File: config.mk
export PLATFORM = sky130hd
export DESIGN_NAME = mesi_snoop_ctrl
export DESIGN_NICKNAME = d
export VERILOG_FILES = /design/src/rtl/mesi_pkg.sv /design/src/rtl/mesi_line_store.sv /design/src/rtl/mesi_snoop_match.sv /design/src/rtl/mesi_local_seq.sv /design/src/rtl/mesi_snoop_ctrl.sv
export SDC_FILE = /design/constraint.sdc
export NUM_CORES = 1
export LEC_CHECK = 0
export BUFFER_PORTS_ARGS = -buffer_cell sky130_fd_sc_hd__buf_4
export CORE_AREA = 2 2 155 157
export CTS_BUF_LIST = sky130_fd_sc_hd__clkbuf_16
export DETAILED_ROUTE_END_ITERATION = 10
export DIE_AREA = 0 0 157 159
export PLACE_DENSITY = 0.71
export SYNTH_ARGS = -nofsm -noshare
export SYNTH_HDL_FRONTEND = slang
export SYNTH_SLANG_ARGS = --single-unit
File: constraint.sdc
create_clock -name clk -period 8 [get_ports clk]
set_input_delay 1.2 -clock clk [delete_from_list [all_inputs] [get_ports clk]]
set_output_delay 1.2 -clock clk [all_outputs]
set_load 0.005 [all_outputs]
File: src/rtl/mesi_pkg.sv
package mesi_pkg;

    typedef enum logic [1:0] {
        LS_INV = 2'd0,
        LS_SHR = 2'd1,
        LS_EXC = 2'd2,
        LS_MOD = 2'd3
    } line_state_e;

    localparam logic [2:0] BC_NONE  = 3'd0;
    localparam logic [2:0] BC_READ  = 3'd1;
    localparam logic [2:0] BC_RFO   = 3'd2;
    localparam logic [2:0] BC_UPGR  = 3'd3;
    localparam logic [2:0] BC_WBACK = 3'd4;

    typedef enum logic [1:0] {
        PH_IDLE  = 2'd0,
        PH_EVICT = 2'd1,
        PH_FILL  = 2'd2,
        PH_UPGR  = 2'd3
    } phase_e;

endpackage

File: src/rtl/mesi_line_store.sv
module mesi_line_store
    import mesi_pkg::*;
#(
    parameter int LINES  = 4,
    parameter int TAG_W  = 10,
    parameter int DATA_W = 32,
    localparam int IDX_W = $clog2(LINES)
) (
    input  logic              clk,
    input  logic              rst_n,
    input  logic [IDX_W-1:0]  loc_idx,
    output line_state_e       loc_st,
    output logic [TAG_W-1:0]  loc_tag,
    output logic [DATA_W-1:0] loc_data,
    input  logic [IDX_W-1:0]  snp_idx,
    output line_state_e       snp_st,
    output logic [TAG_W-1:0]  snp_tag,
    output logic [DATA_W-1:0] snp_data,
    input  logic              loc_wr,
    input  line_state_e       loc_wr_st,
    input  logic [TAG_W-1:0]  loc_wr_tag,
    input  logic              loc_wr_data_en,
    input  logic [DATA_W-1:0] loc_wr_data,
    input  logic              snp_wr,
    input  line_state_e       snp_wr_st
);

    line_state_e       st_q   [LINES];
    line_state_e       st_d   [LINES];
    logic [TAG_W-1:0]  tag_q  [LINES];
    logic [TAG_W-1:0]  tag_d  [LINES];
    logic [DATA_W-1:0] data_q [LINES];
    logic [DATA_W-1:0] data_d [LINES];

    // Next-state arrays: the local port first, then snoop updates on top.
    always_comb begin
        st_d   = st_q;
        tag_d  = tag_q;
        data_d = data_q;
        if (loc_wr) begin
            st_d[loc_idx]  = loc_wr_st;
            tag_d[loc_idx] = loc_wr_tag;
            if (loc_wr_data_en) begin
                data_d[loc_idx] = loc_wr_data;
            end
        end
        if (snp_wr) begin
            st_d[snp_idx] = snp_wr_st;
        end
    end

    always_ff @(posedge clk) begin
        if (!rst_n) begin
            for (int i = 0; i < LINES; i++) begin
                st_q[i]   <= LS_INV;
                tag_q[i]  <= '0;
                data_q[i] <= '0;
            end
        end else begin
            st_q   <= st_d;
            tag_q  <= tag_d;
            data_q <= data_d;
        end
    end

    assign loc_st   = st_q[loc_idx];
    assign loc_tag  = tag_q[loc_idx];
    assign loc_data = data_q[loc_idx];
    assign snp_st   = st_q[snp_idx];
    assign snp_tag  = tag_q[snp_idx];
    assign snp_data = data_q[snp_idx];

    // A snoop kill must leave the line Invalid on the next cycle.
    assert_snoop_kill_R7: assert property (@(posedge clk) disable iff (!rst_n)
        (snp_wr && snp_wr_st == LS_INV && !loc_wr) |=> st_q[$past(snp_idx)] == LS_INV);

endmodule

File: src/rtl/mesi_snoop_match.sv
module mesi_snoop_match
    import mesi_pkg::*;
#(
    parameter int TAG_W  = 10,
    parameter int DATA_W = 32
) (
    input  logic              snp_valid,
    input  logic [2:0]        snp_cmd,
    input  logic [TAG_W-1:0]  snp_tag,
    input  line_state_e       line_st,
    input  logic [TAG_W-1:0]  line_tag,
    input  logic [DATA_W-1:0] line_data,
    output logic              shared_o,
    output logic              flush_o,
    output logic [DATA_W-1:0] data_o,
    output logic              upd_en,
    output line_state_e       upd_st
);

    logic hit;

    always_comb begin
        hit      = snp_valid && (line_st != LS_INV) && (line_tag == snp_tag);
        shared_o = 1'b0;
        flush_o  = 1'b0;
        upd_en   = 1'b0;
        upd_st   = line_st;
        if (hit) begin
            case (snp_cmd)
                BC_READ: begin
                    shared_o = 1'b1;
                    flush_o  = (line_st == LS_MOD);
                    if (line_st == LS_MOD || line_st == LS_EXC) begin
                        upd_en = 1'b1;
                        upd_st = LS_SHR;
                    end
                end
                BC_RFO, BC_UPGR: begin
                    flush_o = (line_st == LS_MOD);
                    upd_en  = 1'b1;
                    upd_st  = LS_INV;
                end
                default: ;
            endcase
        end
        data_o = flush_o ? line_data : '0;
    end

endmodule

File: src/rtl/mesi_local_seq.sv
module mesi_local_seq
    import mesi_pkg::*;
#(
    parameter int ADDR_W = 12,
    parameter int DATA_W = 32,
    parameter int IDX_W  = 2,
    localparam int TAG_W = ADDR_W - IDX_W
) (
    input  logic              clk,
    input  logic              rst_n,
    input  logic              cpu_req,
    input  logic              cpu_we,
    input  logic [ADDR_W-1:0] cpu_addr,
    input  logic [DATA_W-1:0] cpu_wdata,
    input  logic              snp_busy,
    input  logic              bus_gnt,
    input  logic              bus_shared,
    input  logic [DATA_W-1:0] mem_rdata,
    input  line_state_e       line_st,
    input  logic [TAG_W-1:0]  line_tag,
    input  logic [DATA_W-1:0] line_data,
    output logic              cpu_done,
    output logic [DATA_W-1:0] cpu_rdata,
    output logic              bus_req,
    output logic [2:0]        bus_cmd,
    output logic [ADDR_W-1:0] bus_addr,
    output logic [DATA_W-1:0] bus_wdata,
    output logic              bus_valid,
    output logic              wr_en,
    output line_state_e       wr_st,
    output logic [TAG_W-1:0]  wr_tag,
    output logic              wr_data_en,
    output logic [DATA_W-1:0] wr_data
);

    typedef struct packed {
        phase_e            ph;
        logic              done;
        logic [DATA_W-1:0] rdata;
    } seq_t;

    seq_t cur_q, nxt_d;

    logic [IDX_W-1:0] req_idx;
    logic [TAG_W-1:0] req_tag;
    logic             tag_hit;
    logic             still_shr;
    logic [2:0]       fill_cmd;
    logic             fill_go;

    assign req_idx   = cpu_addr[IDX_W-1:0];
    assign req_tag   = cpu_addr[ADDR_W-1:IDX_W];
    assign tag_hit   = (line_st != LS_INV) && (line_tag == req_tag);
    assign still_shr = (line_st == LS_SHR) && (line_tag == req_tag);
    assign fill_cmd  = cpu_we ? BC_RFO : BC_READ;

    always_comb begin
        nxt_d      = cur_q;
        nxt_d.done = 1'b0;
        bus_req    = 1'b0;
        bus_cmd    = BC_NONE;
        bus_addr   = cpu_addr;
        bus_wdata  = '0;
        wr_en      = 1'b0;
        wr_st      = line_st;
        wr_tag     = req_tag;
        wr_data_en = 1'b0;
        wr_data    = cpu_wdata;
        fill_go    = 1'b0;

        case (cur_q.ph)
            PH_IDLE: begin
                if (cpu_req && !cur_q.done && !snp_busy) begin
                    if (tag_hit && !cpu_we) begin
                        nxt_d.done  = 1'b1;
                        nxt_d.rdata = line_data;
                    end else if (tag_hit && line_st != LS_SHR) begin
                        wr_en      = 1'b1;
                        wr_st      = LS_MOD;
                        wr_data_en = 1'b1;
                        nxt_d.done = 1'b1;
                    end else if (tag_hit) begin
                        nxt_d.ph = PH_UPGR;
                    end else if (line_st == LS_MOD) begin
                        nxt_d.ph = PH_EVICT;
                    end else begin
                        nxt_d.ph = PH_FILL;
                    end
                end
            end
            PH_EVICT: begin
                bus_req = 1'b1;
                if (line_st == LS_MOD) begin
                    bus_cmd   = BC_WBACK;
                    bus_addr  = {line_tag, req_idx};
                    bus_wdata = line_data;
                    if (bus_gnt) begin
                        wr_en    = 1'b1;
                        wr_st    = LS_INV;
                        wr_tag   = line_tag;
                        nxt_d.ph = PH_FILL;
                    end
                end else begin
                    bus_cmd = fill_cmd;
                    fill_go = bus_gnt;
                end
            end
            PH_FILL: begin
                bus_req = 1'b1;
                bus_cmd = fill_cmd;
                fill_go = bus_gnt;
            end
            PH_UPGR: begin
                bus_req = 1'b1;
                if (still_shr) begin
                    bus_cmd = BC_UPGR;
                    if (bus_gnt) begin
                        wr_en      = 1'b1;
                        wr_st      = LS_MOD;
                        wr_data_en = 1'b1;
                        nxt_d.done = 1'b1;
                        nxt_d.ph   = PH_IDLE;
                    end
                end else begin
                    bus_cmd = BC_RFO;
                    fill_go = bus_gnt;
                end
            end
            default: nxt_d.ph = PH_IDLE;
        endcase

        if (fill_go) begin
            wr_en       = 1'b1;
            wr_tag      = req_tag;
            wr_data_en  = 1'b1;
            wr_data     = cpu_we ? cpu_wdata : mem_rdata;
            wr_st       = cpu_we ? LS_MOD : (bus_shared ? LS_SHR : LS_EXC);
            nxt_d.done  = 1'b1;
            nxt_d.rdata = mem_rdata;
            nxt_d.ph    = PH_IDLE;
        end

        bus_valid = bus_req && bus_gnt;
    end

    always_ff @(posedge clk) begin
        if (!rst_n) begin
            cur_q <= '{ph: PH_IDLE, done: 1'b0, rdata: '0};
        end else begin
            cur_q <= nxt_d;
        end
    end

    assign cpu_done  = cur_q.done;
    assign cpu_rdata = cur_q.rdata;

    // A bus request is never withdrawn before its grant.
    assert_req_held_R10: assert property (@(posedge clk) disable iff (!rst_n)
        (bus_req && !bus_gnt) |=> bus_req);

    // A granted write-back is always followed by the fill request.
    assert_wback_then_fill_R9: assert property (@(posedge clk) disable iff (!rst_n)
        (bus_valid && bus_cmd == BC_WBACK) |=> (bus_req && !cpu_done));

endmodule

File: src/rtl/mesi_snoop_ctrl.sv
module mesi_snoop_ctrl
    import mesi_pkg::*;
#(
    parameter int ADDR_W = 12,
    parameter int DATA_W = 32,
    parameter int LINES  = 4
) (
    input  logic              clk,
    input  logic              rst_n,
    input  logic              cpu_req_i,
    input  logic              cpu_we_i,
    input  logic [ADDR_W-1:0] cpu_addr_i,
    input  logic [DATA_W-1:0] cpu_wdata_i,
    output logic              cpu_done_o,
    output logic [DATA_W-1:0] cpu_rdata_o,
    output logic              bus_req_o,
    input  logic              bus_gnt_i,
    output logic              bus_valid_o,
    output logic [2:0]        bus_cmd_o,
    output logic [ADDR_W-1:0] bus_addr_o,
    output logic [DATA_W-1:0] bus_wdata_o,
    input  logic              bus_shared_i,
    input  logic [DATA_W-1:0] mem_rdata_i,
    input  logic              snp_valid_i,
    input  logic [2:0]        snp_cmd_i,
    input  logic [ADDR_W-1:0] snp_addr_i,
    output logic              snp_shared_o,
    output logic              snp_flush_o,
    output logic [DATA_W-1:0] snp_data_o
);

    localparam int IDX_W = $clog2(LINES);
    localparam int TAG_W = ADDR_W - IDX_W;

    line_state_e       loc_st, snp_st, loc_wr_st, snp_upd_st;
    logic [TAG_W-1:0]  loc_tag, snp_tag_line, loc_wr_tag;
    logic [DATA_W-1:0] loc_data, snp_line_data, loc_wr_data;
    logic              loc_wr, loc_wr_data_en, snp_upd_en;

    mesi_line_store #(
        .LINES (LINES),
        .TAG_W (TAG_W),
        .DATA_W(DATA_W)
    ) store_i (
        .clk           (clk),
        .rst_n         (rst_n),
        .loc_idx       (cpu_addr_i[IDX_W-1:0]),
        .loc_st        (loc_st),
        .loc_tag       (loc_tag),
        .loc_data      (loc_data),
        .snp_idx       (snp_addr_i[IDX_W-1:0]),
        .snp_st        (snp_st),
        .snp_tag       (snp_tag_line),
        .snp_data      (snp_line_data),
        .loc_wr        (loc_wr),
        .loc_wr_st     (loc_wr_st),
        .loc_wr_tag    (loc_wr_tag),
        .loc_wr_data_en(loc_wr_data_en),
        .loc_wr_data   (loc_wr_data),
        .snp_wr        (snp_upd_en),
        .snp_wr_st     (snp_upd_st)
    );

    mesi_snoop_match #(
        .TAG_W (TAG_W),
        .DATA_W(DATA_W)
    ) match_i (
        .snp_valid(snp_valid_i),
        .snp_cmd  (snp_cmd_i),
        .snp_tag  (snp_addr_i[ADDR_W-1:IDX_W]),
        .line_st  (snp_st),
        .line_tag (snp_tag_line),
        .line_data(snp_line_data),
        .shared_o (snp_shared_o),
        .flush_o  (snp_flush_o),
        .data_o   (snp_data_o),
        .upd_en   (snp_upd_en),
        .upd_st   (snp_upd_st)
    );

    mesi_local_seq #(
        .ADDR_W(ADDR_W),
        .DATA_W(DATA_W),
        .IDX_W (IDX_W)
    ) seq_i (
        .clk       (clk),
        .rst_n     (rst_n),
        .cpu_req   (cpu_req_i),
        .cpu_we    (cpu_we_i),
        .cpu_addr  (cpu_addr_i),
        .cpu_wdata (cpu_wdata_i),
        .snp_busy  (snp_valid_i),
        .bus_gnt   (bus_gnt_i),
        .bus_shared(bus_shared_i),
        .mem_rdata (mem_rdata_i),
        .line_st   (loc_st),
        .line_tag  (loc_tag),
        .line_data (loc_data),
        .cpu_done  (cpu_done_o),
        .cpu_rdata (cpu_rdata_o),
        .bus_req   (bus_req_o),
        .bus_cmd   (bus_cmd_o),
        .bus_addr  (bus_addr_o),
        .bus_wdata (bus_wdata_o),
        .bus_valid (bus_valid_o),
        .wr_en     (loc_wr),
        .wr_st     (loc_wr_st),
        .wr_tag    (loc_wr_tag),
        .wr_data_en(loc_wr_data_en),
        .wr_data   (loc_wr_data)
    );

    // Dirty data is only ever driven in answer to a real snooped command.
    assert_flush_on_snoop_R5: assert property (@(posedge clk) disable iff (!rst_n)
        snp_flush_o |-> (snp_valid_i && snp_cmd_i != BC_WBACK && snp_cmd_i != BC_NONE));

    // A granted read-for-ownership leaves the requested line Modified.
    assert_rfo_owns_R8: assert property (@(posedge clk) disable iff (!rst_n)
        (bus_valid_o && bus_cmd_o == BC_RFO) |=> (loc_st == LS_MOD));

endmodule

==> metrics.cfg <==
[clock_tree]
cts_sinks=211
postCtsHoldBufs=0
cts_tree=built
clock_tree.root_cell=clkbuf_16
insertion_delay_ns=0.51
cts_resized=0
htree_levels=1
clk_path_buf_depth=3
cts_buffers=23
cts.clk_slew.worst_paths_ns=0.06
cts_setup_buffers=0

[synthesis]
synthCells=1078
synth_edf_count=0
syn_nets=1181
ys_types=57
async_flop_share=0
synthFlopType=dfxtp_1
synth_area_per_cell_sq_um=10.6
netlist_area_sq_um=11400
yosys_register_bits=211
yosysSeqAreaShare=0.370
ys_warn_count=0

[pwr]
intPower_mw=1.84
p_switching_uw=567
pwr-share-clk=0.464
vdd_drop_max_v=0.000138
p_per_area_nw_per_um2=176
pwr-share-comb=0.093
p_seq_frac=0.443
switching_share=0.236
p_leak_nw=4.87
power_mw=2.41

[global_routing]
antenna_found_initial=0
grt_pass1_wl_microns=50900
grt_max_degree=58
grt_pass1_vias=9076
overflow=0
grt_use_total=0.256

[setup_path]
crit_path_start_kind=primary input
critPathKind=primary input to primary output
crit_path_end_kind=primary output
reg2reg_depth=10
cp.arrival_ns=4.72
r2r_slack_ns=3.85
critPathRequiredTime_ns=6.80
timing.rr.start=store_i.tag_q[0]$_SDFFE_PN0P_
cp-startpoint=snp_addr_i[0]
r2r-end=store_i.data_q[106]$_SDFFE_PN0P_
cp_max_fo=57

[min_path]
whs_endpoint=seq_i.cpu_rdata[14]$_SDFFE_PN0P_
hold_depth=2
min_path_type=register to register
worstHoldStart=seq_i.cpu_rdata[14]$_SDFFE_PN0P_

[route]
vias=9332
drt-total-wl_microns=32900
dr.first_iter.drc_count=669
wl_per_cell_microns=21.4
drcViolationCount=0
first_pass_iters=6
antenna_left=0
viasPerCell=6.06

[sta]
tns_ns=0
fin_skew_ns=0.0130
worst_pin_slew_ns=1.04
setup_viol=0
rsz0062_at_grt=false
fmax_mhz=169
hold_violations=0
fin_crit_sh=0.740
slew_violations=0
max-slew-margin-rel=0.309
fin_crit_ns=5.92

[flow_run]
cap_viol_max_count=0

[cells_and_area]
finalNetCount=1310
fillCellCount=1994
syn2layout_area_growth_pct=19.6
drive_gt1_frac=0.319
antenna_cells=0

[run_status]
status=finished, final reports clean

[floorplan]
die_h_microns=159
chipWidth_microns=157
core_sq_um=23200
io_pins=214
initial_core_util=0.492
rows=56
dieArea_sq_um=25000

[placement]
placement.io_buffers=213
gp_congestion=0.850
hpwl_microns=21100

## registers in the layout (all words and copies together) (netlist names)
| signal | count |
|---|---|
| store_i.st_q | 8 |
| store_i.data_q | 128 |
| seq_i.cpu_rdata | 32 |
| seq_i.cpu_done | 1 |
| seq_i.cur_q | 2 |
| store_i.tag_q | 40 |
## area by class of cell
class,instances,area (sq um),share of cell area
Sequential cell,211,4220,0.310
Timing Repair Buffer,231,1730,0.127
Clock inverter,17,210,0.0154
Multi-Input combinational cell,726,6440,0.472
Inverter,14,52.6,0.00385
Clock buffer,23,576,0.0422
Tap cell,319,399,0.0293
## cells in the mapped netlist (2+ instances only)
master	number	area [sq um]
buf_4	42	315
o211ai_1	2	15.0
nand4_1	3	18.8
xnor2_1	17	149
inv_1	14	52.6
nor2_2	2	12.5
o41a_1	2	22.5
nand3_1	40	200
nand2b_1	6	37.5
mux2_2	12	135
nor2_1	61	229
a211oi_2	2	25.0
a32oi_1	2	17.5
dfxtp_1	211	4220
mux2i_1	69	691
buf_1	14	52.6
clkbuf_1	40	150
a21o_1	2	15.0
buf_6	6	67.6
and3_1	3	18.8
a211oi_1	8	60.1
nor2b_1	73	457
and2_1	2	12.5
mux2i_2	9	124
a21oi_1	17	85.1
buf_2	25	125
nor4_1	3	18.8
o2bb2ai_1	128	1120
nand2_1	57	214
a221oi_1	4	35.0
ha_1	5	62.6
mux4_2	86	1940
a31oi_1	35	219
o21ai_0	53	265
## layer usage
layer / GRT usage / wire length, microns / share of wire
met1: 0.366 / 14400 / 0.44
met2: 0.414 / 15500 / 0.47
met5: 0 / 0 / 0
met4: 0.0546 / 448 / 0.014
met3: 0.0370 / 2560 / 0.078
## cell usage in the layout, fill, tap and decap left out, types with 8 or more instances in the layout
cell,synthesis,routed
nand2_1,57,57
a211oi_1,8,8
a31oi_1,35,35
mux4_2,86,86
nor2b_1,73,73
mux2i_2,9,9
inv_1,14,15
nor2_1,61,60
xnor2_1,17,17
o21ai_0,53,53
mux2i_1,69,69
mux2_2,12,12
a21oi_1,17,16
dfxtp_1,211,211
buf_4,42,231
clkbuf_16,0,23
o2bb2ai_1,128,128
nand3_1,40,39
## kinds of logic (layout without fill, tap and decap cells)
logic type / after synthesis / count (layout) / share of synthesized area
AND/OR/NAND/NOR: 262 / 262 / 0.117
XOR/XNOR: 18 / 18 / 0.0138
AO/OA/AOI/OAI: 264 / 264 / 0.172
multiplexers: 176 / 176 / 0.253
flip-flops: 211 / 211 / 0.370
adder cells (fa/ha/maj): 6 / 6 / 0.00636
buffers and inverters: 141 / 285 / 0.0669
## worst max-delay path: stages
cell and delay [ns]:
buf_4 0.68, mux4_2 0.64, o21ai_0 0.23, nor2_1 0.07
nand3_1 0.08, nor4_1 0.07, and2_1 0.23, o211ai_1 0.66
buf_4 0.47, nor2b_1 0.12, buf_4 0.15
## how the worst max path moves through the flow
stage                     end  slack [ns]
2_1_floorplan  snp_data_o[10]        3.28
3_3_place_gp   snp_data_o[13]        2.17
3_5_place_dp   snp_data_o[12]        2.01
4_1_cts        snp_data_o[12]        1.99
5_1_grt         snp_data_o[9]        1.88
6_report        snp_data_o[9]        2.08
## per-stage QoR
| step | instances | hold WS [ns] | instance area [sq um] | util | setup slack [ns] |
|---|---|---|---|---|---|
| detailed placement | 1501 | 0.464 | 12800 | 0.554 | 2.01 |
| global placement | 1501 | 0.456 | 12800 | 0.554 | 2.17 |
| floorplan | 1078 | 0.443 | 11400 | - | 3.28 |
| CTS | 1541 | 0.476 | 13600 | 0.588 | 1.99 |
| global route | 1541 | 0.484 | 13600 | 0.588 | 1.88 |
| finish | 1541 | 0.474 | 13600 | 0.588 | 2.08 |
## power groups by stage
stage	combinational (mW)	clock [mW]	sequential, mW
floorplan	0.135	0	1.09
global placement	0.220	0	1.09
detailed placement	0.222	0	1.09
CTS	0.223	1.13	1.07
global route	0.240	1.18	1.07
finish	0.223	1.12	1.07
No activity file was read; power rests on OpenSTA's default activity.
